--- config.mk ---
export PLATFORM = sky130hd
export DESIGN_NAME = regchk_top
export DESIGN_NICKNAME = d
export VERILOG_FILES = /design/src/rtl/regchk_pkg.sv /design/src/rtl/rvq_fifo.sv /design/src/rtl/value_match.sv /design/src/rtl/check_ctrl.sv /design/src/rtl/regchk_top.sv
export SDC_FILE = /design/constraint.sdc
export NUM_CORES = 1
export LEC_CHECK = 0
export ABC_AREA = 1
export BUFFER_PORTS_ARGS = -buffer_cell sky130_fd_sc_hd__buf_2
export CAP_MARGIN = 30
export CORE_UTILIZATION = 58
export CTS_CLUSTER_SIZE = 40
export DETAILED_ROUTE_END_ITERATION = 10
export HOLD_SLACK_MARGIN = 0.06
export PLACE_DENSITY = 0.79
export SLEW_MARGIN = 10
export SYNTH_ARGS = -nofsm -noshare
export SYNTH_HDL_FRONTEND = slang
export SYNTH_HIERARCHICAL = 1
export SYNTH_SLANG_ARGS = --single-unit
export TNS_END_PERCENT = 10
--- constraint.sdc ---
create_clock -name clk -period 7.43 [get_ports clk]
set_input_delay 1.1145 -clock clk [delete_from_list [all_inputs] [get_ports clk]]
set_output_delay 1.1145 -clock clk [all_outputs]
set_load 0.005 [all_outputs]
--- src/rtl/regchk_pkg.sv ---
package regchk_pkg;
    typedef enum logic [1:0] {
        ST_CHECK = 2'd0,
        ST_HALT  = 2'd1,
        ST_DRAIN = 2'd2
    } chk_state_t;
endpackage

--- src/rtl/rvq_fifo.sv ---
module rvq_fifo #(
    parameter int DATA_W = 32,
    parameter int DEPTH  = 8,
    localparam int AW    = (DEPTH > 1) ? $clog2(DEPTH) : 1,
    localparam int CNT_W = $clog2(DEPTH + 1)
) (
    input  logic              clk,
    input  logic              rst_n,
    input  logic              push,
    input  logic [DATA_W-1:0] push_data,
    input  logic              pop,
    input  logic              flush,
    output logic [DATA_W-1:0] head,
    output logic              empty,
    output logic              full,
    output logic [CNT_W-1:0]  count
);
    localparam logic [CNT_W-1:0] FULL_CNT = CNT_W'(DEPTH);
    localparam logic [AW-1:0]    LAST_IDX = AW'(DEPTH - 1);

    logic [DATA_W-1:0] mem [DEPTH];
    logic [AW-1:0]     wr_ptr;
    logic [AW-1:0]     rd_ptr;
    logic              do_push;
    logic              do_pop;

    assign empty   = (count == '0);
    assign full    = (count == FULL_CNT);
    assign do_push = push && !full && !flush;
    assign do_pop  = pop && !empty && !flush;
    assign head    = mem[rd_ptr];

    always_ff @(posedge clk or negedge rst_n) begin
        if (!rst_n) begin
            wr_ptr <= '0;
            rd_ptr <= '0;
            count  <= '0;
        end else if (flush) begin
            wr_ptr <= '0;
            rd_ptr <= '0;
            count  <= '0;
        end else begin
            if (do_push) begin
                wr_ptr <= (wr_ptr == LAST_IDX) ? '0 : wr_ptr + 1'b1;
            end
            if (do_pop) begin
                rd_ptr <= (rd_ptr == LAST_IDX) ? '0 : rd_ptr + 1'b1;
            end
            case ({do_push, do_pop})
                2'b10:   count <= count + 1'b1;
                2'b01:   count <= count - 1'b1;
                default: count <= count;
            endcase
        end
    end

    generate
        for (genvar gi = 0; gi < DEPTH; gi++) begin : g_slot
            always_ff @(posedge clk) begin
                if (do_push && (wr_ptr == AW'(gi))) begin
                    mem[gi] <= push_data;
                end
            end
        end
    endgenerate
endmodule

--- src/rtl/value_match.sv ---
module value_match #(
    parameter int DATA_W = 32
) (
    input  logic [DATA_W-1:0] lhs,
    input  logic [DATA_W-1:0] rhs,
    output logic              same
);
    logic [DATA_W-1:0] diff_bits;

    generate
        for (genvar gb = 0; gb < DATA_W; gb++) begin : g_bit
            assign diff_bits[gb] = lhs[gb] ^ rhs[gb];
        end
    endgenerate

    assign same = ~|diff_bits;
endmodule

--- src/rtl/check_ctrl.sv ---
module check_ctrl
    import regchk_pkg::*;
#(
    parameter int PC_W = 32
) (
    input  logic            clk,
    input  logic            rst_n,
    input  logic            trail_valid,
    input  logic [PC_W-1:0] trail_pc,
    input  logic            q_empty,
    input  logic            values_eq,
    input  logic            clear,
    output chk_state_t      state,
    output logic            permit,
    output logic            consume,
    output logic            flush,
    output logic            recover,
    output logic [PC_W-1:0] fault_pc
);
    chk_state_t state_nxt;
    logic       attempt;
    logic       mismatch;

    assign attempt  = trail_valid && !q_empty;
    assign mismatch = attempt && !values_eq;

    // state register
    always_ff @(posedge clk or negedge rst_n) begin
        if (!rst_n) begin
            state <= ST_CHECK;
        end else begin
            state <= state_nxt;
        end
    end

    // next-state logic
    always_comb begin
        state_nxt = state;
        unique case (state)
            ST_CHECK: if (mismatch) state_nxt = ST_HALT;
            ST_HALT:  if (clear)    state_nxt = ST_DRAIN;
            ST_DRAIN:               state_nxt = ST_CHECK;
            default:                state_nxt = ST_CHECK;
        endcase
    end

    // outputs
    always_comb begin
        permit  = 1'b0;
        consume = 1'b0;
        flush   = 1'b0;
        recover = 1'b0;
        unique case (state)
            ST_CHECK: begin
                permit  = attempt && values_eq;
                consume = attempt && values_eq;
            end
            ST_HALT:  recover = 1'b1;
            ST_DRAIN: flush   = 1'b1;
            default:  ;
        endcase
    end

    // faulting PC capture
    always_ff @(posedge clk or negedge rst_n) begin
        if (!rst_n) begin
            fault_pc <= '0;
        end else if ((state == ST_CHECK) && mismatch) begin
            fault_pc <= trail_pc;
        end
    end
endmodule

--- src/rtl/regchk_top.sv ---
module regchk_top
    import regchk_pkg::*;
#(
    parameter int DATA_W = 32,
    parameter int PC_W   = 32,
    parameter int DEPTH  = 8,
    localparam int CNT_W = $clog2(DEPTH + 1)
) (
    input  logic              clk,
    input  logic              rst_n,
    input  logic              lead_push,
    input  logic [DATA_W-1:0] lead_value,
    output logic              lead_full,
    input  logic              trail_valid,
    input  logic [DATA_W-1:0] trail_value,
    input  logic [PC_W-1:0]   trail_pc,
    output logic              commit_ok,
    output logic              recover_req,
    output logic [PC_W-1:0]   recover_pc,
    input  logic              recover_clear
);
    chk_state_t        st;
    logic [DATA_W-1:0] q_head;
    logic              q_empty;
    logic [CNT_W-1:0]  q_count;
    logic              q_pop;
    logic              q_flush;
    logic              heads_eq;

    rvq_fifo #(.DATA_W(DATA_W), .DEPTH(DEPTH)) u_fifo (
        .clk       (clk),
        .rst_n     (rst_n),
        .push      (lead_push),
        .push_data (lead_value),
        .pop       (q_pop),
        .flush     (q_flush),
        .head      (q_head),
        .empty     (q_empty),
        .full      (lead_full),
        .count     (q_count)
    );

    value_match #(.DATA_W(DATA_W)) u_match (
        .lhs  (trail_value),
        .rhs  (q_head),
        .same (heads_eq)
    );

    check_ctrl #(.PC_W(PC_W)) u_ctrl (
        .clk         (clk),
        .rst_n       (rst_n),
        .trail_valid (trail_valid),
        .trail_pc    (trail_pc),
        .q_empty     (q_empty),
        .values_eq   (heads_eq),
        .clear       (recover_clear),
        .state       (st),
        .permit      (commit_ok),
        .consume     (q_pop),
        .flush       (q_flush),
        .recover     (recover_req),
        .fault_pc    (recover_pc)
    );
endmodule

==> impl_metrics.csv <==
group,metric,value,unit
run_status,outcome,"finished clean",
route,drtIter0Drc,781,
placement,place.gp.congestion,0.8354,
yosys,netlist_instances,1112,
power_and_ir_drop,p_per_area,300.9,nW/um^2
yosys,synthesis.nets,1224,
clock_tree,clock_latency,0.55,ns
timing,min_period,5.617,ns
timing,layout_setup_ws,1.813,ns
cells_and_area,design_area,14550,sq um
timing,fin_skew,0.007390,ns
die,die_area,22640,sq um
route,detail_route.first_pass.iterations,5,
yosys,ys_ff_latch,300,
run,max_cap_viol_count,0,
yosys,syn_area_per_cell,11.50,sq um
timing,post-route-period-util,75.60,%
power_and_ir_drop,power,4.379,mW
timing,worst_slew_pin_slew,0.9591,ns
power_and_ir_drop,static-leakage-power,5.858,nW
setup_path,cp.required,6.32,ns
placement,place_ws,2.331,ns
route,drt-total-wl,27710,um
clock_tree,cts_buffer_depth,3,
timing,fin_hold_ws,0.4092,ns
clock_tree,cts.reportedPaths.clkPinSlew,0.06,ns
setup_path,cp-start-kind,"flip-flop",
route,drcViolationCount,0,
route,via_count,8740,
timing,finalMaxSlewViolations,0,
placement,portBuffers,135,
clock_tree,clock_sinks,300,
global_routing,grt_usage,25.21,%
die,rows,53,
placement,dp_hpwl,15530,um
clock_tree,htree_levels,1,
setup_path,max_stage_delay,0.86,ns
power_and_ir_drop,ir_worst_vdd,0.2126,mV
route,drt-wirelength-per-cell,18.03,um
global_routing,grt_overflow_total,0,
placement,dpl-instance-area,13610,sq um
timing,fmax,178.0,MHz
setup_path,path_class,"reg2out",
global_routing,antenna_found_initial,2,
min_path,min_path_type,"in2async",
clock_tree,cts-resized-gates,0,
yosys,yosysSeqAreaShare,68.75,%
global_routing,grt_pass1_wl,43630,um
cells_and_area,final_util,68.37,%
clock_tree,numCtsBuffers,30,
route,post_drt_via_cell_ratio,5.686,
global_routing,grt_max_degree,91,
placement,dp.cells,1478,
setup_path,cp_slowest_cell,"buf_4",
die,core,21290,sq um
yosys,yosys_warnings,6,
timing,hold_viol_final,0,
setup_path,worstPathCellList,"buf_4 -> o21ai_0 -> o22ai_1 -> nand2_1 -> nand2_1 -> nand2_1 -> inv_1 -> nor2_1 -> nor2_1 -> nand2_1 -> nor2_1 -> nand2_1 -> nor2_1 -> clkinv_1 -> buf_4 -> nor2_1 -> buf_2",
setup_path,cp_max_fo,82,
setup_path,path_buf_inv,5,
die,fp.dieW,150.5,um
timing,tns,0,ns
cells_and_area,drive_above_1_share,16.59,%
die,initial_core_util,60.05,%
clock_tree,cts_hold_buf,0,
clock_tree,cts_setup_buffers,0,
timing,relSlewSlack,36.06,%
cells_and_area,area_delta_synth_final,13.85,%
setup_path,critPathCaptureType,"output port",
die,pin_count,136,
route,ant_nets,0,
cells_and_area,final_nets,1348,
clock_tree,root_buffer,"clkbuf_16",
setup_path,crit_family,"buffers and inverters",
setup_path,cp.arrival,4.50,ns
yosys,syn_area,12780,sq um
timing,rsz0062_at_grt,"no",
die,die_h,150.5,um
cells_and_area,layout.cells.non_filler,1537,
yosys,synthDistinctLibCells,30,
global_routing,first_global_vias,8636,
timing,setup_viol,0,
clock_tree,tritoncts,"built",
## logic make-up (layout without fill, tap and decap cells)
logic type               after synthesis  in the layout  synth area share (%)
AND/OR/NAND/NOR                      494            494                 15.52
flip-flops                           300            300                 68.75
AO/OA/AOI/OAI                        138            138                 6.665
buffers and inverters                133            281                 5.148
multiplexers                          32             32                 2.506
adder cells (fa/ha/maj)               11             11                 1.135
XOR/XNOR                               4              4                0.2741
other                                  0              2                     0
## flip-flops by register name, indices dropped and copies added (netlist names)
| name | cells |
|---|---|
| u_fifo/mem | 256 |
| u_ctrl/fault_pc | 32 |
| u_fifo/count | 4 |
| u_fifo/rd_ptr | 3 |
| u_fifo/wr_ptr | 3 |
| u_ctrl/state | 2 |
## layer usage
metal / share of wire (%) / global-route usage (%) / routed length (um)
met5: 0.043 / 0 / 12
met4: 1.9 / 7.980 / 535
met3: 7.0 / 3.606 / 1932
met2: 50 / 42.14 / 13770
met1: 41 / 34.27 / 11470
## area by class of cell
type | count | area (sq um)
Antenna cell | 2 | 5.005
Clock buffer | 36 | 794.5
Clock inverter | 20 | 123.9
Fill cell | 1485 | 6733
Inverter | 74 | 280.3
Multi-Input combinational cell | 679 | 3382
Sequential cell | 300 | 8796
Tap cell | 275 | 344.1
Timing Repair Buffer | 151 | 828.3
## worst paths after layout
path / cells past startpoint / startpoint / slack, ns / endpoint
min in group clk: 2 / u_ctrl/fault_pc[29] / 0.47 / u_ctrl/fault_pc[29]
max in group asynchronous: 2 / rst_n / 6.57 / u_fifo/rd_ptr[0]
hold reg to reg: 2 / u_ctrl/fault_pc[29] / 0.47 / u_ctrl/fault_pc[29]
hold / removal: 1 / rst_n / 0.41 / u_ctrl/fault_pc[25]
setup reg to reg: 27 / u_fifo/rd_ptr[0] / 2.17 / u_fifo/count[3]
setup / recovery: 17 / u_fifo/rd_ptr[0] / 1.81 / commit_ok
## power by group
part	leakage [nW]	total [mW]	switching (mW)	internal (mW)
registers	2.87	2.24	0.107	2.13
clock network	0.449	1.40	0.603	0.793
logic	2.54	0.743	0.494	0.250
total	5.86	4.38	1.20	3.18
## worst reg2reg max path, cell delays in order (launching register included)
cell,delay (ns)
dfrtp_4,0.83
buf_4,0.88
o21ai_0,0.32
o22ai_1,0.23
nand2_1,0.08
nand2_1,0.10
nand2_1,0.05
inv_1,0.04
nor2_1,0.03
nor2_1,0.12
nand2_1,0.14
nor2_1,0.16
nand2_1,0.06
nor2_1,0.16
clkinv_1,0.10
buf_4,0.26
nor2_1,0.23
nand3_1,0.13
nor2_1,0.29
ha_1,0.33
nand3_1,0.13
nand3_1,0.10
nand2_1,0.08
nand2_1,0.06
nand2_1,0.07
nand2_1,0.05
nand2_1,0.06
nand2_1,0.04
## Yosys cell counts
library cell  count  area, sq um
nand2_1         263        987.2
edfxtp_1        256         7687
nor2_1          180        675.7
inv_1            72        270.3
o21ai_0          66        330.3
dfrtp_1          44         1101
nand4_1          33        206.5
o22ai_1          33        206.5
mux2i_1          32        320.3
o32ai_1          32        280.3
clkbuf_1         21        78.83
buf_2            13        65.06
ha_1             10        125.1
buf_6             9        101.4
nand3_1           9        45.04
buf_4             7        52.55
nor3_1            6        30.03
o21ai_1           6        30.03
buf_1             4        15.01
xor2_1            3        26.28
buf_12            2        40.04
clkbuf_2          2        10.01
nor2_4            2        22.52
a21oi_1           1        5.000
buf_8             1        15.01
clkinv_1          1        3.750
fa_1              1        20.02
inv_4             1        6.260
nand3_4           1        17.52
xnor2_1           1        8.760
## cell usage in the layout, fill, tap and decap left out, drive strengths merged
master      n
mux2i      32
buf       151
xor2        3
ha         10
fa          1
clkbuf     36
nand3      10
inv        73
xnor2       1
nor2      182
a21oi       1
clkinvlp    3
o32ai      32
diode       2
o21ai      72
nand2     263
dfrtp      44
nand4      33
clkinv     17
o22ai      33
bufinv      1
nor3        6
edfxtp    256
Power figures use the tool's default switching activity.
